File: config.mk
export PLATFORM = sky130hd
export DESIGN_NAME = tlb_fa
export DESIGN_NICKNAME = d
export VERILOG_FILES = /design/src/rtl/tlb_pkg.sv /design/src/rtl/tlb_cam.sv /design/src/rtl/tlb_lru.sv /design/src/rtl/tlb_ctrl.sv /design/src/rtl/tlb_fa.sv
export SDC_FILE = /design/constraint.sdc
export NUM_CORES = 2
export LEC_CHECK = 0
export BUFFER_PORTS_ARGS = -buffer_cell sky130_fd_sc_hd__buf_2
export CORE_MARGIN = 8
export CORE_UTILIZATION = 35
export DETAILED_ROUTE_END_ITERATION = 10
export SETUP_SLACK_MARGIN = 0.5
export SYNTH_ARGS = -nofsm -noshare
export SYNTH_HDL_FRONTEND = slang
export SYNTH_HIERARCHICAL = 1
export SYNTH_SLANG_ARGS = --single-unit
File: constraint.sdc
create_clock -name clk -period 17.9 [get_ports clk]
set_input_delay 1.79 -clock clk [delete_from_list [all_inputs] [get_ports clk]]
set_output_delay 1.79 -clock clk [all_outputs]
set_load 0.05 [all_outputs]
File: src/rtl/tlb_pkg.sv
package tlb_pkg;

    localparam int PAGE_OFF_W = 12;

    typedef enum logic [1:0] {
        ACC_LOAD  = 2'd0,
        ACC_STORE = 2'd1,
        ACC_FETCH = 2'd2,
        ACC_RSVD  = 2'd3
    } acc_e;

    typedef struct packed {
        logic x;
        logic w;
        logic r;
    } perm_t;

    typedef enum logic {
        ST_IDLE = 1'b0,
        ST_WALK = 1'b1
    } tlb_state_e;

    function automatic logic perm_ok(input perm_t p, input acc_e a);
        case (a)
            ACC_STORE: perm_ok = p.w;
            ACC_FETCH: perm_ok = p.x;
            default:   perm_ok = p.r;
        endcase
    endfunction

endpackage

File: src/rtl/tlb_cam.sv
module tlb_cam
    import tlb_pkg::*;
#(
    parameter int ENTRIES = 64,
    parameter int VPN_W   = 20,
    parameter int PPN_W   = 20,
    parameter int IDX_W   = $clog2(ENTRIES)
) (
    input  logic               clk,
    input  logic               rst,
    input  logic               flush,
    input  logic [VPN_W-1:0]   lookup_vpn,
    input  logic               fill_en,
    input  logic [IDX_W-1:0]   fill_idx,
    input  logic [VPN_W-1:0]   fill_vpn,
    input  logic [PPN_W-1:0]   fill_ppn,
    input  perm_t              fill_perm,
    output logic               hit,
    output logic [IDX_W-1:0]   hit_idx,
    output logic [PPN_W-1:0]   hit_ppn,
    output perm_t              hit_perm,
    output logic [ENTRIES-1:0] valid_vec
);

    typedef struct packed {
        logic [VPN_W-1:0] vpn;
        logic [PPN_W-1:0] ppn;
        perm_t            perm;
    } slot_t;

    slot_t              slot_q [ENTRIES];
    logic [ENTRIES-1:0] valid_q;
    logic [ENTRIES-1:0] match_vec;

    // One comparator per entry, all active at once
    for (genvar g = 0; g < ENTRIES; g++) begin : g_cmp
        assign match_vec[g] = valid_q[g] && (slot_q[g].vpn == lookup_vpn);
    end

    always_ff @(posedge clk) begin
        if (rst || flush) begin
            valid_q <= '0;
        end else if (fill_en) begin
            valid_q[fill_idx] <= 1'b1;
        end
    end

    always_ff @(posedge clk) begin
        if (fill_en) begin
            slot_q[fill_idx] <= '{vpn: fill_vpn, ppn: fill_ppn, perm: fill_perm};
        end
    end

    // Tags are unique, so the match vector is one-hot: OR-encode it
    always_comb begin
        hit_idx = '0;
        for (int i = 0; i < ENTRIES; i++) begin
            if (match_vec[i]) begin
                hit_idx = hit_idx | IDX_W'(i);
            end
        end
    end

    assign hit       = |match_vec;
    assign hit_ppn   = slot_q[hit_idx].ppn;
    assign hit_perm  = slot_q[hit_idx].perm;
    assign valid_vec = valid_q;

endmodule

File: src/rtl/tlb_lru.sv
module tlb_lru #(
    parameter int ENTRIES = 64,
    parameter int IDX_W   = $clog2(ENTRIES)
) (
    input  logic               clk,
    input  logic               rst,
    input  logic               touch_en,
    input  logic [IDX_W-1:0]   touch_idx,
    input  logic [ENTRIES-1:0] valid_vec,
    output logic [IDX_W-1:0]   victim_idx
);

    localparam logic [IDX_W-1:0] OLDEST = IDX_W'(ENTRIES - 1);

    // Ages form a permutation of 0..ENTRIES-1; 0 is most recent
    logic [IDX_W-1:0] age_q [ENTRIES];
    logic [IDX_W-1:0] touched_age;

    assign touched_age = age_q[touch_idx];

    always_ff @(posedge clk) begin
        if (rst) begin
            for (int i = 0; i < ENTRIES; i++) begin
                age_q[i] <= IDX_W'(i);
            end
        end else if (touch_en) begin
            for (int i = 0; i < ENTRIES; i++) begin
                if (IDX_W'(i) == touch_idx) begin
                    age_q[i] <= '0;
                end else if (age_q[i] < touched_age) begin
                    age_q[i] <= age_q[i] + 1'b1;
                end
            end
        end
    end

    always_comb begin
        logic found_free;
        found_free = 1'b0;
        victim_idx = '0;
        for (int i = 0; i < ENTRIES; i++) begin
            if (!found_free && !valid_vec[i]) begin
                victim_idx = IDX_W'(i);
                found_free = 1'b1;
            end
        end
        if (!found_free) begin
            for (int i = 0; i < ENTRIES; i++) begin
                if (age_q[i] == OLDEST) begin
                    victim_idx = IDX_W'(i);
                end
            end
        end
    end

endmodule

File: src/rtl/tlb_ctrl.sv
module tlb_ctrl
    import tlb_pkg::*;
#(
    parameter int VPN_W = 20,
    parameter int PPN_W = 20,
    parameter int IDX_W = 6,
    localparam int PA_W = PPN_W + PAGE_OFF_W
) (
    input  logic                  clk,
    input  logic                  rst,
    input  logic                  flush,
    input  logic                  req_valid,
    input  logic [VPN_W-1:0]      req_vpn,
    input  logic [PAGE_OFF_W-1:0] req_off,
    input  acc_e                  req_acc,
    output logic                  req_ready,
    input  logic                  hit,
    input  logic [IDX_W-1:0]      hit_idx,
    input  logic [PPN_W-1:0]      hit_ppn,
    input  perm_t                 hit_perm,
    input  logic [IDX_W-1:0]      victim_idx,
    output logic                  rsp_valid,
    output logic [PA_W-1:0]       rsp_paddr,
    output logic                  rsp_fault,
    output logic                  walk_req_valid,
    output logic [VPN_W-1:0]      walk_req_vpn,
    input  logic                  walk_rsp_valid,
    input  logic [PPN_W-1:0]      walk_rsp_ppn,
    input  perm_t                 walk_rsp_perm,
    input  logic                  walk_rsp_fault,
    output logic                  fill_en,
    output logic [IDX_W-1:0]      fill_idx,
    output logic [VPN_W-1:0]      fill_vpn,
    output logic                  touch_en,
    output logic [IDX_W-1:0]      touch_idx
);

    tlb_state_e            state_q;
    logic [VPN_W-1:0]      vpn_q;
    logic [PAGE_OFF_W-1:0] off_q;
    acc_e                  acc_q;
    logic                  drop_q;
    logic                  accept;
    logic                  walk_done;

    always_comb begin
        req_ready = (state_q == ST_IDLE) && !flush;
        accept    = req_valid && req_ready;
        walk_done = (state_q == ST_WALK) && walk_rsp_valid;

        rsp_valid = (accept && hit) || walk_done;
        if (walk_done) begin
            rsp_paddr = {walk_rsp_ppn, off_q};
            rsp_fault = walk_rsp_fault || !perm_ok(walk_rsp_perm, acc_q);
        end else begin
            rsp_paddr = {hit_ppn, req_off};
            rsp_fault = !perm_ok(hit_perm, req_acc);
        end

        walk_req_valid = (state_q == ST_WALK);
        walk_req_vpn   = vpn_q;

        fill_en   = walk_done && !walk_rsp_fault && !drop_q && !flush;
        fill_idx  = victim_idx;
        fill_vpn  = vpn_q;
        touch_en  = (accept && hit) || fill_en;
        touch_idx = fill_en ? victim_idx : hit_idx;
    end

    always_ff @(posedge clk) begin
        if (rst) begin
            state_q <= ST_IDLE;
            vpn_q   <= '0;
            off_q   <= '0;
            acc_q   <= ACC_LOAD;
            drop_q  <= 1'b0;
        end else begin
            case (state_q)
                ST_IDLE: begin
                    if (accept && !hit) begin
                        state_q <= ST_WALK;
                        vpn_q   <= req_vpn;
                        off_q   <= req_off;
                        acc_q   <= req_acc;
                        drop_q  <= 1'b0;
                    end
                end
                default: begin
                    if (flush) begin
                        drop_q <= 1'b1;
                    end
                    if (walk_rsp_valid) begin
                        state_q <= ST_IDLE;
                    end
                end
            endcase
        end
    end

endmodule

File: src/rtl/tlb_fa.sv
module tlb_fa
    import tlb_pkg::*;
#(
    parameter int ENTRIES = 64,
    parameter int VPN_W   = 20,
    parameter int PPN_W   = 20,
    localparam int IDX_W  = $clog2(ENTRIES),
    localparam int VA_W   = VPN_W + PAGE_OFF_W,
    localparam int PA_W   = PPN_W + PAGE_OFF_W
) (
    input  logic             clk,
    input  logic             rst,
    input  logic             flush,
    input  logic             req_valid,
    output logic             req_ready,
    input  logic [VA_W-1:0]  req_vaddr,
    input  logic [1:0]       req_acc,
    output logic             rsp_valid,
    output logic [PA_W-1:0]  rsp_paddr,
    output logic             rsp_fault,
    output logic             walk_req_valid,
    output logic [VPN_W-1:0] walk_req_vpn,
    input  logic             walk_rsp_valid,
    input  logic [PPN_W-1:0] walk_rsp_ppn,
    input  logic [2:0]       walk_rsp_perm,
    input  logic             walk_rsp_fault
);

    logic               hit;
    logic [IDX_W-1:0]   hit_idx;
    logic [PPN_W-1:0]   hit_ppn;
    perm_t              hit_perm;
    logic [ENTRIES-1:0] valid_vec;
    logic [IDX_W-1:0]   victim_idx;
    logic               fill_en;
    logic [IDX_W-1:0]   fill_idx;
    logic [VPN_W-1:0]   fill_vpn;
    logic               touch_en;
    logic [IDX_W-1:0]   touch_idx;

    tlb_cam #(
        .ENTRIES (ENTRIES),
        .VPN_W   (VPN_W),
        .PPN_W   (PPN_W),
        .IDX_W   (IDX_W)
    ) u_cam (
        .clk        (clk),
        .rst        (rst),
        .flush      (flush),
        .lookup_vpn (req_vaddr[VA_W-1:PAGE_OFF_W]),
        .fill_en    (fill_en),
        .fill_idx   (fill_idx),
        .fill_vpn   (fill_vpn),
        .fill_ppn   (walk_rsp_ppn),
        .fill_perm  (perm_t'(walk_rsp_perm)),
        .hit        (hit),
        .hit_idx    (hit_idx),
        .hit_ppn    (hit_ppn),
        .hit_perm   (hit_perm),
        .valid_vec  (valid_vec)
    );

    tlb_lru #(
        .ENTRIES (ENTRIES),
        .IDX_W   (IDX_W)
    ) u_lru (
        .clk        (clk),
        .rst        (rst),
        .touch_en   (touch_en),
        .touch_idx  (touch_idx),
        .valid_vec  (valid_vec),
        .victim_idx (victim_idx)
    );

    tlb_ctrl #(
        .VPN_W (VPN_W),
        .PPN_W (PPN_W),
        .IDX_W (IDX_W)
    ) u_ctrl (
        .clk            (clk),
        .rst            (rst),
        .flush          (flush),
        .req_valid      (req_valid),
        .req_vpn        (req_vaddr[VA_W-1:PAGE_OFF_W]),
        .req_off        (req_vaddr[PAGE_OFF_W-1:0]),
        .req_acc        (acc_e'(req_acc)),
        .req_ready      (req_ready),
        .hit            (hit),
        .hit_idx        (hit_idx),
        .hit_ppn        (hit_ppn),
        .hit_perm       (hit_perm),
        .victim_idx     (victim_idx),
        .rsp_valid      (rsp_valid),
        .rsp_paddr      (rsp_paddr),
        .rsp_fault      (rsp_fault),
        .walk_req_valid (walk_req_valid),
        .walk_req_vpn   (walk_req_vpn),
        .walk_rsp_valid (walk_rsp_valid),
        .walk_rsp_ppn   (walk_rsp_ppn),
        .walk_rsp_perm  (perm_t'(walk_rsp_perm)),
        .walk_rsp_fault (walk_rsp_fault),
        .fill_en        (fill_en),
        .fill_idx       (fill_idx),
        .fill_vpn       (fill_vpn),
        .touch_en       (touch_en),
        .touch_idx      (touch_idx)
    );

endmodule

==> flow_summary.ini <==
[synthesis]
synth_area_leaders = edfxtp_1, xnor2_1, mux2i_1
ys_ff_latch = 3236
yosysUniqueCellTypes = 103
syn-instance-count = 10720
syn_nets = 11170
syn_area_per_cell_um2 = 14.01
yosys.area.top_type_share = 0.6274
synth_warnings = 6
synth_common_cells = edfxtp_1, nand2_1, xnor2_1
seq_area_frac_synth = 0.6407
synth.most_common_cell = edfxtp_1
synth_edf_count = 3136
synth_ff_type = edfxtp_1
yosysTopAreaCell = edfxtp_1
synth-async-reset-ratio = 0
synth_area_um2 = 150100

[pwr]
ir_drop_mv = 0.09619
p_leak_nw = 54.84
combPwrFrac = 0.043
swShare = 0.2201
clockPowerShare = 0.430
p_int_mw = 12.47
pwr_density_cell_nw_per_um2 = 95.43
p_sw_mw = 3.518
pwr-share-seq = 0.527

[placed_design]
place_hpwl_mm = 278.8
io_buffers = 118
dp.cells = 16220
gp_congestion = 0.8907

[critical_path]
crit_buf_inv = 7
critical_path_class = primary input to output port
cp_max_fo = 63
critical_path.slowest_cell = nor4_1
crit_path_end_kind = output port
cpLargestDelayFamily = buffers and inverters
crit_chain = buf_6, buf_4, xnor2_1, nand4_1, nor4_1, nand4_1, and3_1, nand4_1, buf_12, clkinv_2, buf_4, and2_2, buf_4, a21boi_0, o221ai_1, a221oi_1, a21oi_1, mux2_2, buf_2
critPathArrivalTime_ps = 10090
max_stage_delay_ps = 770
critical_path_required_ps = 16110
start_kind = primary input

[timing]
skew_ps = 93.27
tightest_slew_ps = 1297
relSlewSlack = 0.1240
fmax_ghz = 0.08421
fin_tns_setup_ps = 0
fin_crit_ps = 11880
post-route-period-util = 0.6634
setup_viol = 0
rsz0062_at_grt = no
final-hold-violation-count = 0
slew_violations = 0

[layout]
finalNetCount = 11330
final_core_util = 0.3920
area.growth.synth_to_final_pct = 11.59
final_cells = 16860
drive_gt1_frac = 0.1050
fillers = 39540

[die]
io_pins = 119
core_um2 = 427300
start_util = 0.3513
core.rowCount = 240
fp.dieH_um = 670.9
design.die.area_um2 = 450100
die_w_um = 670.9

[global_route]
overflow = 0
track_usage = 0.2038
antenna_found_initial = 26
grt_pass1_vias = 89780
grt_pass1_wl_mm = 674.0
grt_max_degree = 149

[clocking]
cts_setup_buffers = 0
clock_latency_ps = 970
cts_hold_buf = 0
cts_resized = 0
cts-root-buf = clkbuf_16
clk_pin_slew_ps = 60
cts_buffer_depth = 4
cts.sinks = 3236
cts_tree = built
cts_htree_levels = 5
cts-buffers-inserted = 342

[detailed_routing]
initialDrtViolationCount = 10550
routed_via_density = 5.614
dr.pass1.iters = 8
wire_per_inst_um = 28.45
vias = 94620
antenna_left = 0
routed_wl_mm = 479.5
drcViolationCount = 0

[status]
status = complete, no violations

[flow_run]
max_cap_violations = 0

[worst_hold_path]
hold_path_class = flop to flop
sequential cells by signal, summed over array words and instances (netlist names):
| name | cells |
|---|---|
| u_cam/valid_vec | 64 |
| u_cam/slot_q | 2752 |
| u_ctrl/walk_req_valid | 1 |
| u_ctrl/drop_q | 1 |
| u_lru/age_q | 384 |
| u_ctrl/fill_vpn | 20 |
| u_ctrl/acc_q | 2 |
| u_ctrl/off_q | 12 |
per-stage QoR:
step                      setup WS, ps  power (mW)  cell area (um^2)  hold WS (ps)
final                             6025       15.98            167500         453.0
after CTS                         6154       16.09            167400         455.5
after global routing              6002       16.42            167500         474.4
after detailed placement          6012       9.266            156800         447.2
after floorplan                   8087       8.980            150100         433.8
after global placement            6082       9.257            156800         441.2
final timing paths:
kind,startpoint,end,slack [ps],cells past startpoint
setup reg to reg,u_lru/age_q[32][0]$_SDFFCE_PN0P_,u_lru/age_q[32][1]$_SDFFCE_PN0P_,6600,25
hold reg to reg,u_ctrl/off_q[7]$_SDFFE_PP0P_,u_ctrl/off_q[7]$_SDFFE_PP0P_,450,2
setup / recovery,req_vaddr[25],rsp_paddr[26],6020,19
hold / removal,u_ctrl/off_q[7]$_SDFFE_PP0P_,u_ctrl/off_q[7]$_SDFFE_PP0P_,450,2
layout make-up:
type                            instances  area, um^2  area share
Sequential cell                      3236       96250      0.5746
Inverter                               85       325.3    0.001942
Antenna cell                           22       55.05   0.0003287
Tap cell                             5687        7116     0.04248
Clock buffer                          435        9156     0.05467
Timing Repair Buffer                  349        2514     0.01501
Clock inverter                        181        1453    0.008673
Multi-Input combinational cell       6860       50630      0.3023
worst reg2reg max path, cell delays in order, from the launching register on:
cell,delay [ps]
edfxtp_1,500
ha_1,270
and3_1,210
nand3_1,220
o21ai_0,210
a211oi_1,630
nor3b_1,710
o221ai_1,340
nand4_1,470
a31oi_1,480
a221oi_1,380
buf_4,320
mux2_8,680
buf_4,710
mux4_2,600
mux4_2,470
mux4_2,490
clkinv_2,400
buf_4,680
ha_1,420
a211oi_1,250
a31oi_1,120
o311ai_0,480
nand2b_1,120
and2_1,170
o21ai_0,590
cell families (layout without fill, tap and decap cells):
group	after synthesis	after routing	synth area share
AND/OR/NAND/NOR	2874	2874	0.09084
other	0	22	0
XOR/XNOR	1536	1536	0.08963
AO/OA/AOI/OAI	1346	1346	0.06275
adder cells (fa/ha/maj)	388	388	0.03234
multiplexers	716	716	0.05754
flip-flops	3236	3236	0.6407
buffers and inverters	621	1050	0.02616
power groups by stage:
stage | combinational, mW | sequential [mW] | clock (mW)
finish | 0.695 | 8.42 | 6.87
global route | 0.743 | 8.42 | 7.25
CTS | 0.688 | 8.42 | 6.98
detailed placement | 0.685 | 8.58 | 0
global placement | 0.676 | 8.58 | 0
floorplan | 0.434 | 8.55 | 0
cells in the final DEF (no fill, tap or decap), drive strengths merged, types with 151 or more instances in the layout:
| cell type | instances |
|---|---|
| mux2i | 540 |
| xor2 | 479 |
| nor2 | 418 |
| clkinv | 154 |
| edfxtp | 3136 |
| ha | 388 |
| nand4 | 264 |
| xnor2 | 1057 |
| nor4 | 151 |
| nand2 | 1163 |
| and3 | 184 |
| o21ai | 362 |
| nand3 | 379 |
| clkbuf | 435 |
| a21oi | 263 |
| buf | 349 |
metal layers:
metal | part of all wire | wire length (um) | GRT usage | vias up
li1 | - | - | - | 40770
met1 | 0.41 | 195500 | 0.2733 | 48550
met2 | 0.47 | 223800 | 0.3335 | 4454
met3 | 0.087 | 41820 | 0.03731 | 851
met4 | 0.038 | 18280 | 0.06813 | 4
met5 | 0.000056 | 27 | 0 | -
(Power assumes the default switching activity.)
